--- config.mk ---
export PLATFORM = sky130hd
export DESIGN_NAME = ddr3_wr_launcher
export DESIGN_NICKNAME = d
export VERILOG_FILES = /design/src/rtl/ddr_wr_pkg.sv /design/src/rtl/wl_decode.sv /design/src/rtl/launch_sched.sv /design/src/rtl/beat_store.sv /design/src/rtl/slot_seq.sv /design/src/rtl/ddr3_wr_launcher.sv
export SDC_FILE = /design/constraint.sdc
export NUM_CORES = 1
export LEC_CHECK = 0
export ABC_AREA = 1
export BUFFER_PORTS_ARGS = -buffer_cell sky130_fd_sc_hd__buf_2
export CAP_MARGIN = 20
export CORE_AREA = 2 2 306 308
export CTS_CLUSTER_DIAMETER = 150
export DETAILED_ROUTE_END_ITERATION = 12
export DIE_AREA = 0 0 308 310
export GPL_TIMING_DRIVEN = 0
export PLACE_DENSITY_LB_ADDON = 0.08
export SLEW_MARGIN = 0
export SYNTH_ARGS = -nofsm -noshare
export SYNTH_HDL_FRONTEND = slang
export SYNTH_SLANG_ARGS = --single-unit
export TNS_END_PERCENT = 20
--- constraint.sdc ---
create_clock -name clk -period 6 [get_ports clk]
set_input_delay 1.2 -clock clk [delete_from_list [all_inputs] [get_ports clk]]
set_output_delay 1.2 -clock clk [all_outputs]
set_load 0.03 [all_outputs]
--- src/rtl/ddr_wr_pkg.sv ---
package ddr_wr_pkg;

  typedef enum logic [1:0] {
    AL_NONE   = 2'd0,
    AL_CWL_M1 = 2'd1,
    AL_CWL_M2 = 2'd2,
    AL_RSVD   = 2'd3
  } al_code_e;

  typedef enum logic [1:0] {
    PH_IDLE = 2'd0,
    PH_PRE  = 2'd1,
    PH_BEAT = 2'd2,
    PH_POST = 2'd3
  } phase_e;

endpackage

--- src/rtl/wl_decode.sv ---
module wl_decode
  import ddr_wr_pkg::*;
#(
  parameter int CWL_W   = 4,
  parameter int WL_W    = 4,
  parameter int CWL_MIN = 5,
  parameter int CWL_MAX = 8
) (
  input  logic [CWL_W-1:0] cwl,
  input  logic [1:0]       al_sel,
  output logic [WL_W-1:0]  wl,
  output logic             ok
);

  localparam logic [CWL_W-1:0] CMIN = CWL_W'(CWL_MIN);
  localparam logic [CWL_W-1:0] CMAX = CWL_W'(CWL_MAX);

  logic [CWL_W-1:0] al;

  always_comb begin
    case (al_code_e'(al_sel))
      AL_CWL_M1: al = cwl - CWL_W'(1);
      AL_CWL_M2: al = cwl - CWL_W'(2);
      default:   al = '0;
    endcase
    wl = WL_W'(cwl) + WL_W'(al);
    ok = (cwl >= CMIN) && (cwl <= CMAX) && (al_code_e'(al_sel) != AL_RSVD);
  end

endmodule

--- src/rtl/launch_sched.sv ---
module launch_sched #(
  parameter int BURST    = 8,
  parameter int WL_W     = 4,
  parameter int TL_DEPTH = 29
) (
  input  logic            clk,
  input  logic            rst,
  input  logic            wr_cmd,
  input  logic            cfg_ok,
  input  logic [WL_W-1:0] wl,
  input  logic            chop,
  output logic            cap_we,
  output logic            start,
  output logic            start_chop,
  output logic            pre_hint,
  output logic            cfg_err
);

  localparam int CNT_W = $clog2(BURST);
  localparam int IW    = $clog2(TL_DEPTH);

  logic [CNT_W-1:0]    cap_left;
  logic                accept;
  logic [IW-1:0]       ins_pos;
  logic [TL_DEPTH-1:0] tl_v, tl_c, hit_vec;

  assign accept  = wr_cmd && cfg_ok && (cap_left == '0);
  assign ins_pos = IW'(2 * wl - 2);
  assign cap_we  = accept || (cap_left != '0);

  always_comb begin
    hit_vec = '0;
    if (accept) hit_vec[ins_pos] = 1'b1;
  end

  always_ff @(posedge clk) begin
    if (rst) begin
      cap_left <= '0;
      tl_v     <= '0;
      tl_c     <= '0;
      cfg_err  <= 1'b0;
    end else begin
      if (accept)               cap_left <= CNT_W'(BURST - 1);
      else if (cap_left != '0)  cap_left <= cap_left - 1'b1;
      tl_v    <= (tl_v >> 1) | hit_vec;
      tl_c    <= ((tl_c >> 1) & ~hit_vec) | (chop ? hit_vec : '0);
      cfg_err <= wr_cmd && !cfg_ok;
    end
  end

  assign start      = tl_v[0];
  assign start_chop = tl_c[0];
  assign pre_hint   = tl_v[1] | tl_v[2];

  // a token only enters a free timeline slot
  assert_slot_free_R1: assert property (@(posedge clk) disable iff (rst)
    accept |-> ((tl_v & hit_vec) == '0))
    else $error("timeline slot collision");

endmodule

--- src/rtl/beat_store.sv ---
module beat_store #(
  parameter int W  = 18,
  parameter int AW = 6
) (
  input  logic         clk,
  input  logic         rst,
  input  logic         we,
  input  logic [W-1:0] wdata,
  input  logic         re,
  output logic [W-1:0] rdata
);

  localparam int DEPTH = 1 << AW;

  logic [W-1:0]  mem [DEPTH];
  logic [AW-1:0] wr_ptr, rd_ptr;
  logic [AW:0]   fill;

  always_ff @(posedge clk) begin
    if (we) mem[wr_ptr] <= wdata;
  end

  assign rdata = mem[rd_ptr];

  always_ff @(posedge clk) begin
    if (rst) begin
      wr_ptr <= '0;
      rd_ptr <= '0;
      fill   <= '0;
    end else begin
      if (we) wr_ptr <= wr_ptr + 1'b1;
      if (re) rd_ptr <= rd_ptr + 1'b1;
      case ({we, re})
        2'b10:   fill <= fill + 1'b1;
        2'b01:   fill <= fill - 1'b1;
        default: fill <= fill;
      endcase
    end
  end

  assert_fifo_no_overflow_R7: assert property (@(posedge clk) disable iff (rst)
    we |-> (fill < (AW+1)'(DEPTH)))
    else $error("beat store overflow");

  assert_fifo_no_underflow_R2: assert property (@(posedge clk) disable iff (rst)
    re |-> (fill != '0))
    else $error("beat store underflow");

endmodule

--- src/rtl/slot_seq.sv ---
module slot_seq
  import ddr_wr_pkg::*;
#(
  parameter int BURST  = 8,
  parameter int DATA_W = 16,
  parameter int MASK_W = 2
) (
  input  logic                     clk,
  input  logic                     rst,
  input  logic                     start,
  input  logic                     start_chop,
  input  logic                     pre_hint,
  input  logic [MASK_W+DATA_W-1:0] rd_word,
  output logic                     rd_en,
  output logic                     dqs_oe,
  output logic                     dqs_toggle,
  output logic                     dq_oe,
  output logic [DATA_W-1:0]        dq_out,
  output logic [MASK_W-1:0]        dm_out
);

  localparam int CNT_W = $clog2(BURST);
  localparam logic [CNT_W-1:0] LAST = CNT_W'(BURST - 1);
  localparam logic [CNT_W-1:0] HALF = CNT_W'(BURST / 2);

  logic             slot_on, chop_q;
  logic [CNT_W-1:0] cnt_q, nxt_cnt;
  logic             nxt_chop, last_beat, nxt_valid;
  phase_e           phase;

  always_comb begin
    nxt_cnt   = start ? '0 : cnt_q + 1'b1;
    nxt_chop  = start ? start_chop : chop_q;
    last_beat = slot_on && (cnt_q == LAST);
    if (start || (slot_on && !last_beat)) phase = PH_BEAT;
    else if (pre_hint)                    phase = PH_PRE;
    else if (last_beat)                   phase = PH_POST;
    else                                  phase = PH_IDLE;
    nxt_valid = (phase == PH_BEAT) && (!nxt_chop || (nxt_cnt < HALF));
  end

  assign rd_en = (phase == PH_BEAT);

  always_ff @(posedge clk) begin
    if (rst) begin
      slot_on    <= 1'b0;
      cnt_q      <= '0;
      chop_q     <= 1'b0;
      dqs_oe     <= 1'b0;
      dqs_toggle <= 1'b0;
      dq_oe      <= 1'b0;
      dq_out     <= '0;
      dm_out     <= '0;
    end else begin
      slot_on    <= (phase == PH_BEAT);
      if (phase == PH_BEAT) cnt_q <= nxt_cnt;
      chop_q     <= nxt_chop;
      dqs_oe     <= (phase != PH_IDLE);
      dqs_toggle <= (phase == PH_BEAT);
      dq_oe      <= nxt_valid;
      dq_out     <= nxt_valid ? rd_word[DATA_W-1:0] : '0;
      dm_out     <= nxt_valid ? rd_word[MASK_W+DATA_W-1:DATA_W]
                              : ((phase == PH_BEAT) ? '1 : '0);
    end
  end

  assert_no_interrupt_R7: assert property (@(posedge clk) disable iff (rst)
    start |-> !(slot_on && (cnt_q != LAST)))
    else $error("new slot started inside a running burst");

  assert_preamble_R3: assert property (@(posedge clk) disable iff (rst)
    $rose(dqs_toggle) |-> $past(dqs_oe))
    else $error("strobe edges without preamble");

  assert_postamble_R4: assert property (@(posedge clk) disable iff (rst)
    $fell(dqs_toggle) |-> dqs_oe)
    else $error("strobe released without postamble");

  assert_idle_quiet_R8: assert property (@(posedge clk) disable iff (rst)
    !dqs_oe |-> (!dq_oe && (dq_out == '0) && (dm_out == '0)))
    else $error("data lines active while idle");

  assert_chop_tail_R6: assert property (@(posedge clk) disable iff (rst)
    (dqs_toggle && !dq_oe) |-> (dm_out == '1))
    else $error("chopped beat not masked");

endmodule

--- src/rtl/ddr3_wr_launcher.sv ---
module ddr3_wr_launcher #(
  parameter int DATA_W  = 16,
  parameter int BURST   = 8,
  parameter int CWL_W   = 4,
  parameter int CWL_MIN = 5,
  parameter int CWL_MAX = 8,
  parameter int FIFO_AW = 6
) (
  input  logic                  clk,
  input  logic                  rst,
  input  logic [CWL_W-1:0]      cfg_cwl,
  input  logic [1:0]            cfg_al_sel,
  input  logic                  cfg_chop,
  input  logic                  wr_cmd,
  input  logic [DATA_W-1:0]     wr_data,
  input  logic [DATA_W/8-1:0]   wr_mask,
  output logic                  dqs_oe,
  output logic                  dqs_toggle,
  output logic                  dq_oe,
  output logic [DATA_W-1:0]     dq_out,
  output logic [DATA_W/8-1:0]   dm_out,
  output logic                  cfg_err
);

  localparam int MASK_W   = DATA_W / 8;
  localparam int WL_MAX   = 2 * CWL_MAX - 1;
  localparam int WL_W     = $clog2(WL_MAX + 1);
  localparam int TL_DEPTH = 2 * WL_MAX - 1;
  localparam int WORD_W   = MASK_W + DATA_W;

  logic [WL_W-1:0]   wl;
  logic              cfg_ok, cap_we, start, start_chop, pre_hint, rd_en;
  logic [WORD_W-1:0] rd_word;

  wl_decode #(
    .CWL_W(CWL_W), .WL_W(WL_W), .CWL_MIN(CWL_MIN), .CWL_MAX(CWL_MAX)
  ) u_wl (
    .cwl(cfg_cwl), .al_sel(cfg_al_sel), .wl(wl), .ok(cfg_ok)
  );

  launch_sched #(
    .BURST(BURST), .WL_W(WL_W), .TL_DEPTH(TL_DEPTH)
  ) u_sched (
    .clk(clk), .rst(rst), .wr_cmd(wr_cmd), .cfg_ok(cfg_ok), .wl(wl),
    .chop(cfg_chop), .cap_we(cap_we), .start(start), .start_chop(start_chop),
    .pre_hint(pre_hint), .cfg_err(cfg_err)
  );

  beat_store #(
    .W(WORD_W), .AW(FIFO_AW)
  ) u_store (
    .clk(clk), .rst(rst), .we(cap_we), .wdata({wr_mask, wr_data}),
    .re(rd_en), .rdata(rd_word)
  );

  slot_seq #(
    .BURST(BURST), .DATA_W(DATA_W), .MASK_W(MASK_W)
  ) u_seq (
    .clk(clk), .rst(rst), .start(start), .start_chop(start_chop),
    .pre_hint(pre_hint), .rd_word(rd_word), .rd_en(rd_en), .dqs_oe(dqs_oe),
    .dqs_toggle(dqs_toggle), .dq_oe(dq_oe), .dq_out(dq_out), .dm_out(dm_out)
  );

endmodule

==> load_flow_metrics.sql <==
INSERT INTO impl_metrics (metric_group, metric, value, unit) VALUES
('layout', 'nNetsFinal', '4652', ''),
('synthesis', 'ys_ff_latch', '1257', ''),
('die', 'rows', '112', ''),
('synthesis', 'synth_top_cell_area_share', '0.688', ''),
('sta', 'setup-violations-final', '0', ''),
('cts', 'cts.sink_count', '1257', ''),
('grt', 'grt_use_met1', '0.484', ''),
('worst_setup_path', 'critPathLaunch', 'cfg_cwl[1]', ''),
('cts', 'cts.repair_timing.setup_buffer_count', '0', ''),
('worst_setup_path', 'reg2regPathDepth', '9', ''),
('power_and_ir_drop', 'post-layout-total-power', '18.9', 'mW'),
('cts', 'root_buffer_cell', 'sky130_fd_sc_hd__clkbuf_16', ''),
('placed_design', 'place_congestion', '1.08', ''),
('min_path', 'hold_path.class', 'register to register', ''),
('synthesis', 'netlist_area', '50300', 'um2'),
('die', 'coreArea', '92500', 'um2'),
('routing', 'routed_via_density', '6.10', ''),
('sta', 'clock_skew', '0.0305', 'ns'),
('die', 'die_w', '308', 'um'),
('grt', 'grt_overall_usage', '0.353', ''),
('worst_setup_path', 'critPathRequiredTime', '6.35', 'ns'),
('cts', 'cts_hold_buffers', '0', ''),
('layout', 'synthToLayoutAreaGrowth', '14.3', '%'),
('die', 'fp.dieArea', '95500', 'um2'),
('layout', 'final_layout_size_suffix_gt1_frac', '0.114', ''),
('synthesis', 'yosysTopAreaCell', 'sky130_fd_sc_hd__edfxtp_1', ''),
('worst_setup_path', 'worst_path_dominant_cell_family', 'simple AND/OR/NAND/NOR gates', ''),
('worst_setup_path', 'timing.setup.critical_path_class', 'input port to register', ''),
('cts', 'clk_transition_reported_paths', '0.06', 'ns'),
('placed_design', 'place_hpwl', '109000', 'um'),
('synthesis', 'synth_top_flop_cell', 'sky130_fd_sc_hd__edfxtp_1', ''),
('sta', 'worst-slew-pin-transition', '1.19', 'ns'),
('layout', 'layout_common_cells', '1486 x sky130_fd_sc_hd__nand2_1, 1152 x sky130_fd_sc_hd__edfxtp_1, 1000 x sky130_fd_sc_hd__nand3_1', ''),
('synthesis', 'yosys.area_share.simple', '0.226', ''),
('synthesis', 'synth_top_family_by_area', 'simple AND/OR/NAND/NOR gates', ''),
('die', 'initial_utilization', '0.544', ''),
('routing', 'drt_drc_violations_left', '0', ''),
('die', 'chipHeight', '310', 'um'),
('worst_setup_path', 'slowest_stage', 'sky130_fd_sc_hd__nor2_4', ''),
('placed_design', 'post_dp_cell_area', '53300', 'um2'),
('worst_setup_path', 'worst-path-max-fanout', '18', ''),
('worst_setup_path', 'cp_cell_sequence', 'buf_2 > inv_1 > ha_1 > nand2_1 > a21oi_1 > nand2_1 > nand2_2 > buf_2 > nand4_1 > nor2_4', ''),
('cts', 'cts_tree', 'done', ''),
('synthesis', 'average_footprint_of_a_synthesized_cell', '11.5', 'um2'),
('cts', 'cts_made_buffers', '134', ''),
('grt', 'globalRouteMet3Util', '0.0922', ''),
('synthesis', 'synthesized_area_fraction_occupied_by_ao_oa_aoi_and_oai_cells', '0.00798', ''),
('cts', 'htree_num_levels', '4', ''),
('grt', 'groute.layer.met2.usage', '0.528', ''),
('sta', 'finalCriticalPeriod', '4.11', 'ns'),
('status', 'run_status', 'finished, final reports clean', ''),
('synthesis', 'synth.net_count', '4414', ''),
('grt', 'globalRoute.busiestLayer', 'met2', ''),
('synthesis', 'synthXorXnorAreaFrac', '0.000522', ''),
('sta', 'setup_repair_after_global_routing_missed_its_margin', 'no', ''),
('layout', 'final_core_utilization', '0.622', ''),
('layout', 'stdcell_area', '57500', 'um2'),
('cts', 'maximum_number_of_buffers_from_clock_root_to_sink', '3', ''),
('power_and_ir_drop', 'power_per_cell_area', '328', 'nW/um2'),
('worst_setup_path', 'worstPathBufferInverterCount', '3', ''),
('power_and_ir_drop', 'peakVddDrop', '0.350', 'mV'),
('grt', 'grt_first_pass_wirelength', '234000', 'um'),
('worst_setup_path', 'worstSetupPathDepth', '10', ''),
('synthesis', 'synth.mux.area_fraction', '0', ''),
('synthesis', 'edff_count_synth', '1152', ''),
('sta', 'finalMaxSlewViolations', '0', ''),
('synthesis', 'synth-seq-area-share', '0.729', ''),
('grt', 'first_global_vias', '32962', ''),
('routing', 'detailedRoute.firstPassIterationCount', '6', ''),
('placed_design', 'io_buffers', '47', ''),
('synthesis', 'synth_async_sr_flop_share', '0', '');
## cell type report
cell class / instances / area [um2]
clock buffer: 179 / 3720
buffer: 260 / 1240
timing repair buffer: 102 / 1120
tap: 1197 / 1500
fill: 7246 / 35000
multi-input combinational: 2753 / 12500
inverter: 100 / 378
antenna: 1 / 2.50
sequential: 1257 / 36700
clock inverter: 50 / 388
## per-layer routing
layer  up-vias  share of wire
met5         -        0.00014
met4         4          0.054
met2      2450           0.44
met1     17398           0.39
li1      15713              -
met3       447           0.12
## registers in the layout, summed over array words and instances, names as in the netlist, named ones only
register	count
u_sched.tl_v	29
u_store.mem	1152
u_sched.cfg_err	1
u_seq.chop_q	1
u_store.rd_ptr	6
u_seq.cnt_q	3
u_seq.dqs_toggle	1
u_seq.dq_out	16
u_seq.dqs_oe	1
u_store.wr_ptr	6
u_seq.dq_oe	1
u_sched.cap_left	3
u_sched.tl_c	29
u_seq.dm_out	2
## Yosys cell counts, types with 2 or more instances
| master | instances |
|---|---|
| sky130_fd_sc_hd__a21oi_1 | 53 |
| sky130_fd_sc_hd__buf_1 | 34 |
| sky130_fd_sc_hd__buf_2 | 154 |
| sky130_fd_sc_hd__buf_4 | 18 |
| sky130_fd_sc_hd__clkbuf_1 | 54 |
| sky130_fd_sc_hd__clkinv_1 | 2 |
| sky130_fd_sc_hd__dfxtp_1 | 105 |
| sky130_fd_sc_hd__edfxtp_1 | 1152 |
| sky130_fd_sc_hd__ha_1 | 15 |
| sky130_fd_sc_hd__inv_1 | 92 |
| sky130_fd_sc_hd__inv_2 | 5 |
| sky130_fd_sc_hd__nand2_1 | 1486 |
| sky130_fd_sc_hd__nand2_2 | 5 |
| sky130_fd_sc_hd__nand3_1 | 1000 |
| sky130_fd_sc_hd__nand3_2 | 3 |
| sky130_fd_sc_hd__nand4_1 | 10 |
| sky130_fd_sc_hd__nor2_1 | 129 |
| sky130_fd_sc_hd__nor2_2 | 2 |
| sky130_fd_sc_hd__nor2_4 | 2 |
| sky130_fd_sc_hd__nor3_1 | 8 |
| sky130_fd_sc_hd__nor3_2 | 3 |
| sky130_fd_sc_hd__nor4_1 | 5 |
| sky130_fd_sc_hd__o21a_1 | 2 |
| sky130_fd_sc_hd__o21ai_0 | 13 |
| sky130_fd_sc_hd__o21ai_1 | 2 |
| sky130_fd_sc_hd__o21ai_2 | 2 |
| sky130_fd_sc_hd__o21bai_1 | 2 |
| sky130_fd_sc_hd__xnor2_1 | 2 |
## path summary, 6_finish.rpt
| path | to | slack, ns |
|---|---|---|
| setup / recovery | u_store.mem[42][4]$_DFFE_PP_ | 1.89 |
| hold / removal | u_sched.tl_c[25]$_SDFF_PP0_ | 0.39 |
| setup reg to reg | u_seq.dq_out[4]$_SDFF_PP0_ | 2.42 |
| hold reg to reg | u_sched.tl_c[25]$_SDFF_PP0_ | 0.39 |
## tightest hold or removal path, cell delays in order (launching register included)
cell,delay [ns]
sky130_fd_sc_hd__dfxtp_1,0.29
sky130_fd_sc_hd__inv_1,0.04
sky130_fd_sc_hd__nor2_1,0.03
## power breakdown
group | total, mW | switching (mW) | leakage [nW] | internal, mW
sequential | 9.80 | 0.0478 | 11.2 | 9.76
clock | 7.92 | 3.33 | 2.02 | 4.59
combinational | 1.16 | 0.916 | 7.54 | 0.241
## kinds of logic after synthesis
logic type,count (synthesis)
buf+inv,360
xor+xnor,3
simple gates,2658
flops,1257
compound gates,76
fa+ha+maj,16
## stage by stage
stage / setup WS [ns] / setup TNS, ns / instances / hold WS (ns)
floorplan: 1.54 / 0 / 4370 / 0.388
global placement: -2.44 / -218.38 / 5614 / 0.392
detailed placement: 1.24 / 0 / 5667 / 0.393
CTS: 2.01 / 0 / 5896 / 0.395
global route: 1.81 / 0 / 5898 / 0.414
finish: 1.89 / 0 / 5899 / 0.392
No activity file was read; power rests on OpenSTA's default activity.
